$ cat src/rtl/eedl_pkg.sv
package eedl_pkg;
   localparam int OPW = 8;

   typedef enum logic [2:0] {
      ST_IDLE,
      ST_OPC,
      ST_AHI,
      ST_ALO,
      ST_DAT,
      ST_CKS
   } eedl_st_e;

   localparam logic [OPW-1:0] OP_END = 8'hFF;

   function automatic logic op_is_data(input logic [OPW-1:0] b);
      return !b[OPW-1];
   endfunction

   function automatic logic op_is_cond(input logic [OPW-1:0] b);
      return b[OPW-1 -: 3] == 3'b100;
   endfunction
endpackage

$ cat src/rtl/eedl_cond_gate.sv
module eedl_cond_gate #(
   parameter int COND_W = 5
) (
   input  logic              clk,
   input  logic              rst_n,
   input  logic              clr_i,
   input  logic              load_i,
   input  logic [COND_W-1:0] tag_i,
   input  logic [COND_W-1:0] act_i,
   output logic              pass_o
);
   logic [COND_W-1:0] tag_q;

   always_ff @(posedge clk or negedge rst_n) begin
      if (!rst_n)      tag_q <= '0;
      else if (clr_i)  tag_q <= '0;
      else if (load_i) tag_q <= tag_i;
   end

   assign pass_o = (tag_q == '0) || (tag_q == act_i);
endmodule

$ cat src/rtl/eedl_cksum.sv
module eedl_cksum #(
   parameter int DW        = 8,
   parameter bit USE_XOR   = 1'b0
) (
   input  logic          clk,
   input  logic          rst_n,
   input  logic          clr_i,
   input  logic          add_i,
   input  logic [DW-1:0] byte_i,
   output logic [DW-1:0] sum_o
);
   logic [DW-1:0] nxt;

   generate
      if (USE_XOR) begin : g_xor
         assign nxt = sum_o ^ byte_i;
      end else begin : g_add
         assign nxt = sum_o + byte_i;
      end
   endgenerate

   always_ff @(posedge clk or negedge rst_n) begin
      if (!rst_n)     sum_o <= '0;
      else if (clr_i) sum_o <= '0;
      else if (add_i) sum_o <= nxt;
   end
endmodule

$ cat src/rtl/eedl_exec.sv
module eedl_exec #(
   parameter int ROM_AW    = 11,
   parameter int REG_AW    = 16,
   parameter int COND_W    = 5,
   parameter bit CKSUM_XOR = 1'b0
) (
   input  logic              clk,
   input  logic              rst_n,
   input  logic              soft_rst_i,
   input  logic              load_i,
   input  logic [COND_W-1:0] strap_cond_i,
   output logic              rom_rd_o,
   output logic [ROM_AW-1:0] rom_addr_o,
   input  logic [7:0]        rom_data_i,
   output logic              reg_we_o,
   output logic [REG_AW-1:0] reg_addr_o,
   output logic [7:0]        reg_wdata_o,
   output logic              busy_o,
   output logic              done_o,
   output logic              cksum_err_o
);
   import eedl_pkg::*;

   localparam int LEN_W = OPW - 1;

   generate
      if (REG_AW < OPW || REG_AW > 2 * OPW) begin : g_bad_reg_aw
         $error("REG_AW must lie between one and two address bytes");
      end
      if (COND_W < 1 || COND_W > 5) begin : g_bad_cond_w
         $error("COND_W must lie between 1 and 5");
      end
      if (ROM_AW < 2) begin : g_bad_rom_aw
         $error("ROM_AW too small");
      end
   endgenerate

   eedl_st_e          st;
   logic              pend, boot_q, err_q, done_q, we_q;
   logic [ROM_AW-1:0] ptr;
   logic [COND_W-1:0] act;
   logic [LEN_W-1:0]  left;
   logic [OPW-1:0]    ahi;
   logic [REG_AW-1:0] base, wa_q;
   logic [OPW-1:0]    wd_q;
   logic              launch, take, pass, cks_clr, cks_add, tag_ld;
   logic [OPW-1:0]    sum;

   assign launch  = (st == ST_IDLE) && ((boot_q && (strap_cond_i != '0)) || load_i);
   assign take    = pend && (st != ST_IDLE);
   assign cks_clr = launch || (take && st == ST_ALO);
   assign cks_add = take && (st == ST_DAT);
   assign tag_ld  = take && (st == ST_OPC) && op_is_cond(rom_data_i);

   eedl_cond_gate #(.COND_W(COND_W)) u_gate (
      .clk    (clk),
      .rst_n  (rst_n),
      .clr_i  (launch),
      .load_i (tag_ld),
      .tag_i  (rom_data_i[COND_W-1:0]),
      .act_i  (act),
      .pass_o (pass)
   );

   eedl_cksum #(.DW(OPW), .USE_XOR(CKSUM_XOR)) u_cks (
      .clk    (clk),
      .rst_n  (rst_n),
      .clr_i  (cks_clr),
      .add_i  (cks_add),
      .byte_i (rom_data_i),
      .sum_o  (sum)
   );

   assign rom_rd_o   = (st != ST_IDLE) && !pend;
   assign rom_addr_o = ptr;

   always_ff @(posedge clk or negedge rst_n) begin
      if (!rst_n) begin
         st     <= ST_IDLE;
         pend   <= 1'b0;
         boot_q <= 1'b1;
         err_q  <= 1'b0;
         done_q <= 1'b0;
         we_q   <= 1'b0;
         ptr    <= '0;
         act    <= '0;
         left   <= '0;
         ahi    <= '0;
         base   <= '0;
         wa_q   <= '0;
         wd_q   <= '0;
      end else if (soft_rst_i) begin
         st     <= ST_IDLE;
         pend   <= 1'b0;
         boot_q <= 1'b1;
         err_q  <= 1'b0;
         done_q <= 1'b0;
         we_q   <= 1'b0;
      end else begin
         done_q <= 1'b0;
         we_q   <= 1'b0;
         if (rom_rd_o) begin
            pend <= 1'b1;
            ptr  <= ptr + 1'b1;
         end
         if (st == ST_IDLE) begin
            boot_q <= 1'b0;
            if (launch) begin
               st    <= ST_OPC;
               ptr   <= '0;
               act   <= strap_cond_i;
               err_q <= 1'b0;
            end
         end else if (take) begin
            pend <= 1'b0;
            unique case (st)
               ST_OPC: begin
                  if (op_is_data(rom_data_i)) begin
                     left <= rom_data_i[LEN_W-1:0];
                     st   <= ST_AHI;
                  end else if (rom_data_i == OP_END) begin
                     st     <= ST_IDLE;
                     done_q <= 1'b1;
                  end
               end
               ST_AHI: begin
                  ahi <= rom_data_i;
                  st  <= ST_ALO;
               end
               ST_ALO: begin
                  base <= REG_AW'({ahi, rom_data_i});
                  st   <= ST_DAT;
               end
               ST_DAT: begin
                  if (pass) begin
                     we_q <= 1'b1;
                     wa_q <= base;
                     wd_q <= rom_data_i;
                  end
                  base <= base + 1'b1;
                  if (left == '0) st <= ST_CKS;
                  else            left <= left - 1'b1;
               end
               ST_CKS: begin
                  if (rom_data_i != sum) err_q <= 1'b1;
                  st <= ST_OPC;
               end
               default: st <= ST_IDLE;
            endcase
         end
      end
   end

   assign reg_we_o    = we_q;
   assign reg_addr_o  = wa_q;
   assign reg_wdata_o = wd_q;
   assign busy_o      = (st != ST_IDLE);
   assign done_o      = done_q;
   assign cksum_err_o = err_q;
endmodule

$ cat config.mk
export PLATFORM = sky130hd
export DESIGN_NAME = eedl_exec
export DESIGN_NICKNAME = d
export VERILOG_FILES = /design/src/rtl/eedl_pkg.sv /design/src/rtl/eedl_cond_gate.sv /design/src/rtl/eedl_cksum.sv /design/src/rtl/eedl_exec.sv
export SDC_FILE = /design/constraint.sdc
export NUM_CORES = 1
export LEC_CHECK = 0
export ABC_AREA = 0
export CORE_ASPECT_RATIO = 0.9
export CORE_MARGIN = 2
export CORE_UTILIZATION = 50
export CTS_BUF_LIST = sky130_fd_sc_hd__clkbuf_4
export CTS_CLUSTER_SIZE = 28
export DETAILED_ROUTE_END_ITERATION = 10
export DONT_BUFFER_PORTS = 1
export SYNTH_ARGS = -nofsm -noshare
export SYNTH_HDL_FRONTEND = slang
export SYNTH_SLANG_ARGS = --single-unit
$ cat constraint.sdc
create_clock -name clk -period 7.01 [get_ports clk]
set_input_delay 1.0515 -clock clk [delete_from_list [all_inputs] [get_ports clk]]
set_output_delay 1.0515 -clock clk [all_outputs]
set_load 0.05 [all_outputs]
### Word-level counts from Yosys, hierarchy flattened

Index checks and enable logic that the tools add are counted.

| storage, ports and cells | value |
|---|---|
| register bits after elaboration | 92 |
| output and inout bits | 40 |
| bits of input ports | 17 |
| word-level logic and storage cells | 109 |

| operators by class | value |
|---|---|
| multiplexer cells | 42 |
| add/subtract/negate cells | 4 |
| equal/unequal tests | 14 |
| reductions and logical operators | 32 |
| bitwise gates (word level) | 2 |

Operators by type and width:

| operator | count |
|---|---|
| 11-bit two-way mux | 3 |
| 16-bit one-hot mux with 2 select lines | 1 |
| 1-bit two-way mux | 23 |
| 3-bit two-way mux | 7 |
| 16-bit by 1-bit adder with 16-bit output (second input constant) | 1 |
| 8-bit two-way mux | 2 |
| 4-bit AND reduction | 4 |
| 3-bit one-hot mux with 5 select lines | 1 |
| 7-bit two-way mux | 2 |
| 7-bit one-hot mux with 2 select lines | 1 |
| 3-bit nonzero test | 4 |
| 11-bit by 1-bit adder with 11-bit output (second input constant) | 1 |
| 5-bit two-way mux | 2 |
| 2-bit nonzero test | 5 |
| 3-bit == test (second input constant) | 3 |
| 8-bit adder | 1 |
| 8-bit == test (second input constant) | 1 |
| 1-bit logical AND | 8 |
| 8-bit inequality test | 1 |
| 7-bit logical NOT | 1 |
| 7-bit by 1-bit subtractor with 7-bit output (second input constant) | 1 |
| 3-bit by 2-bit == test with 1-bit output (second input constant) | 2 |
| 6-bit AND reduction | 1 |
| 5-bit == test | 1 |
| 13 further kinds | 17 |

### Logic depth before layout (Yosys ltp)

| logic depth | value |
|---|---|
| depth in word-level cells | 7 |
| depth in mapped cells | 10 |

### By module

A second synthesis with hierarchy kept.

| second synthesis, totals | value |
|---|---|
| cell total of the unflattened synthesis | 463 |
| area, all modules | 4850.9 µm² |

By module, submodules not included:

| module | seq. area each (µm²) | area each (µm²) | times used | cells each |
|---|---|---|---|---|
| eedl_exec | 1978.1 | 3932.5 | 1 | 372 |
| eedl_cksum | 200.2 | 646.9 | 1 | 66 |
| eedl_cond_gate | 125.1 | 271.5 | 1 | 25 |

### Least setup slack after synthesis

OpenSTA, ideal clock, no wires.

| timing path | value |
|---|---|
| kind | register to register |
| start point | register st[2] |
| end point | register ptr[6] (netlist: rom_addr_o[6]) |
| library setup time | 0.072 ns |
| data required time | 6.938 ns |
| setup slack | 4.070 ns |
| data arrival time | 2.868 ns |
| stages on the path, launching flop included | 11 |
| cell sequence | dfrtp_1 > buf_2 > or3_1 > clkbuf_1 > ha_1 > nor2b_1 > clkbuf_1 > and4_1 > nand3_1 > xor2_1 > nor2_1 |

| on the way | value |
|---|---|
| word-level cells in the longest chain between the ends | 5 |
| elaborated cells on any way between the ends | 7 |

RTL lines:

| item | RTL line | text |
|---|---|---|
| start, declared | eedl_exec.sv:38 | `eedl_st_e st;` |
| start signal, assigned | eedl_exec.sv:79 | `st <= ST_IDLE;` |
| start signal, assigned | eedl_exec.sv:93 | `st <= ST_IDLE;` |
| start signal, assigned | eedl_exec.sv:109 | `st <= ST_OPC;` |
| 3-bit nonzero test (*) | n/a |  |
| via busy_o | eedl_exec.sv:18 | `output logic busy_o,` |
| 1-bit logical AND (*) | eedl_exec.sv:74 | `assign rom_rd_o = (st != ST_IDLE) && !pend;` |
| via rom_rd_o | eedl_exec.sv:12 | `output logic rom_rd_o,` |
| 11-bit two-way mux (*) | eedl_exec.sv:102 | `if (rom_rd_o) begin` |
| 11-bit two-way mux | eedl_exec.sv:108 | `if (launch) begin` |
| 11-bit two-way mux (*) | eedl_exec.sv:106 | `if (st == ST_IDLE) begin` |
| end signal, assigned | eedl_exec.sv:104 | `ptr <= ptr + 1'b1;` |
| end, declared | eedl_exec.sv:40 | `logic [ROM_AW-1:0] ptr;` |

The timed path passes the listed nets; every way through them passes the cells marked *.
A chain may end at the register's enable or synchronous reset.

### Worst setup path after layout

| timing path | value |
|---|---|
| start point | register st[0] |
| end point | register wd_q[3] (netlist: reg_wdata_o[3]) |

| on the way | value |
|---|---|
| word-level cells in the longest chain between the ends | 3 |
| elaborated cells on any way between the ends | 6 |

RTL lines:

| item | RTL line | text |
|---|---|---|
| 3-bit nonzero test | n/a |  |
| via busy_o | eedl_exec.sv:18 |  |
| 1-bit logical AND | eedl_exec.sv:50 | `assign take = pend && (st != ST_IDLE);` |
| 5-bit AND reduction (no source line) | n/a |  |
| end signal, assigned | eedl_exec.sv:138 | `wd_q <= rom_data_i;` |
| end, declared | eedl_exec.sv:45 | `logic [OPW-1:0] wd_q;` |

The timed path passes the listed nets, and every way through them passes these cells.

==> results.toml <==
[sta]
fin_skew_ps = 22.16
slew_headroom_pct = 21.17
hold_ws_ps = 268.9
min_period_ps = 3729
slew_viol_final = 0
hold_viol_final = 0
finalCritPeriodShare_pct = 53.19
rsz0062_at_grt = "no"
max_freq_mhz = 268.2
fin_setup_tns_ps = 0
worstMarginPinSlew_ps = 1179
report.final.setup_viol = 0

[yosys]
synth_top_area_cell = "dfrtp_1"
synth_most_common_cell = "dfrtp_1"
ys_types = 60
synth_top_area_share_pct = 48.03
yosysWarnings = 0
synthTopCellsByArea = "dfrtp_1, mux2_2, nor2_1, ha_1, a21oi_1"
synth_seq_area_share_pct = 48.59
syn_nets = 486
synth_cells = 455
synth_seq_cells = 92
synth-edff-count = 0
yosys-top-cells-count = "dfrtp_1, nor2_1, a21oi_1"
syn_area_per_cell_sq_um = 10.42
async_flop_share_pct = 100.0
netlist_area_sq_um = 4741
synth_ff_type = "dfrtp_1"

[power]
ir_drop_v = 0.0001161
power.leakage_nw = 2.299
p_per_area_nw_per_um2 = 262.6

[worst_setup_path]
end_kind = "flip-flop"
crit_chain = "or3_1 > ha_1 > nor2b_1 > nand2_1 > nor3_4 > mux2_2"
cp_num_buf_inv = 0
path_delay_family = "simple AND/OR/NAND/NOR gates"
reg2reg_depth = 6
start_kind = "flip-flop"
worst_path_largest_cell_delay_ps = 1020
crit_arrival_ps = 4070
slowest_stage = "nor3_4"
critPathMaxFanout = 25
ff2ff_setup_slack_ps = 3280
r2r_start = "st[0]"
worst-setup-path-type = "reg -> reg"
r2r_end = "reg_wdata_o[3]"
required_ps = 7360

[clock_tree]
clk-insertion-delay-late_ps = 450
cts.sinks = 92
cts_inserted_buffers = 9
ctsResizeCount = 0
ctsHoldBuffers = 0
cts_setup_buffers = 0
cts.path.max_buffers = 2
h-tree-depth = 3
clockRootBuffer = "clkbuf_4"
path_clk_slew_ps = 160
cts_tree = "built"

[floorplanning]
die_x_microns = 106.6
io_pins = 57
std_cell_rows = 33
die_area_sq_um = 10280
core_area_sq_um = 9166
initial_core_util_pct = 51.72
die_h_microns = 96.38

[run_status]
status = "finished, final reports clean"

[routing]
vias = 3406
ant_nets = 0
via_per_inst = 5.944
drt_iter0_markers = 218
wirelength_microns = 10120
drc_errors = 0
wl_per_cell_microns = 17.67
first_pass_iters = 4

[layout]
synthToLayoutAreaGrowth_pct = 4.038
multi_input_area_sq_um = 2288
drive_gt1_share_pct = 12.42
nFillCells = 887
antenna_cells = 0
ff_latch_area_sq_um = 2303
nets = 477

[run]
drv_cap = 0

[global_route]
gr-usage-all-layers_pct = 20.51
grt_max_degree = 93
overflow = 0
grt_pass1_vias = 3095
grt_antenna_before_repair = 0
grt_pass1_wl_microns = 16220

[placement]
dp_hpwl_microns = 6960
gp_congestion = 0.8351
portBuffers = 0

[worst_hold_path]
hold_path.class = "in -> async"
-- stage by stage --
stage / worst slack [ps] / utilization [%] / power [W] / std cells / instance area (sq um)
2_1_floorplan: 4070 / - / 0.0009716 / 455 / 4741
3_3_place_gp: 3384 / 52.46 / 0.001028 / 557 / 4808
3_5_place_dp: 3244 / 52.46 / 0.001038 / 557 / 4808
4_1_cts: 3237 / 53.81 / 0.001312 / 573 / 4932
5_1_grt: 2974 / 53.81 / 0.001382 / 573 / 4932
6_report: 3281 / 53.81 / 0.001295 / 573 / 4932
-- metal layers --
layer  track usage (%)  up-vias  part of all wire, %
met2             30.31       79                   43
met3             7.176       12                  6.7
met5                 0        -                    0
met1             28.97     1673                   49
met4             5.195        0                  1.3
li1                  -     1642                    -
-- layout by cell type, fill, tap and decap left out, drive strengths merged, types with 5 or more instances in the layout --
master,n
dfrtp,91
nor2,56
mux2,38
a21oi,30
o21ai,24
nand2,17
nand3,16
nor3,16
inv,15
ha,13
xnor2,11
clkbuf,9
xor2,8
nand4,7
mux2i,7
o22ai,6
and3,5
a22o,5
nor4,5
-- sequential cells by signal, summed over array words and instances (netlist names), 7 cells and up --
register	flops
rom_addr_o	11
base	16
u_cks.sum_o	8
reg_wdata_o	8
left	7
reg_addr_o	16
ahi	8
-- cell families after synthesis --
group           after synthesis  synth area share (%)
mux                          45                 10.50
flops                        92                 48.59
buf+inv                      34                 3.246
fa+ha+maj                    14                 3.853
simple gates                149                 16.07
compound gates              102                 14.23
xor+xnor                     19                 3.510
-- worst max path at each step --
stage / from / cells after the start / slack [ps] / end
after detailed placement: st[0] / 6 / 3240 / reg_addr_o[1]
after floorplan: st[2] / 10 / 4070 / rom_addr_o[6]
after global placement: st[0] / 6 / 3380 / reg_addr_o[4]
after CTS: st[0] / 6 / 3240 / reg_wdata_o[3]
after global routing: st[0] / 6 / 2970 / reg_wdata_o[3]
final: st[0] / 6 / 3280 / reg_wdata_o[3]
-- cell type report --
class                      count  area share [%]
sequential                    92           46.70
clock buffer                   9           1.370
tap                          122           3.095
timing repair buffer           3          0.4566
multi-input combinational    329           46.40
clock inverter                 7           1.142
inverter                      11          0.8371
-- report_power, final --
| part | internal, W | total, W | switching (W) | leakage, nW |
|---|---|---|---|---|
| clock network | 0.0000780 | 0.000270 | 0.000192 | 0.0629 |
| logic | 0.000127 | 0.000287 | 0.000159 | 0.999 |
| registers | 0.000623 | 0.000738 | 0.000116 | 1.24 |
| total | 0.000828 | 0.00129 | 0.000467 | 2.30 |
No activity file was read; power rests on OpenSTA's default activity.
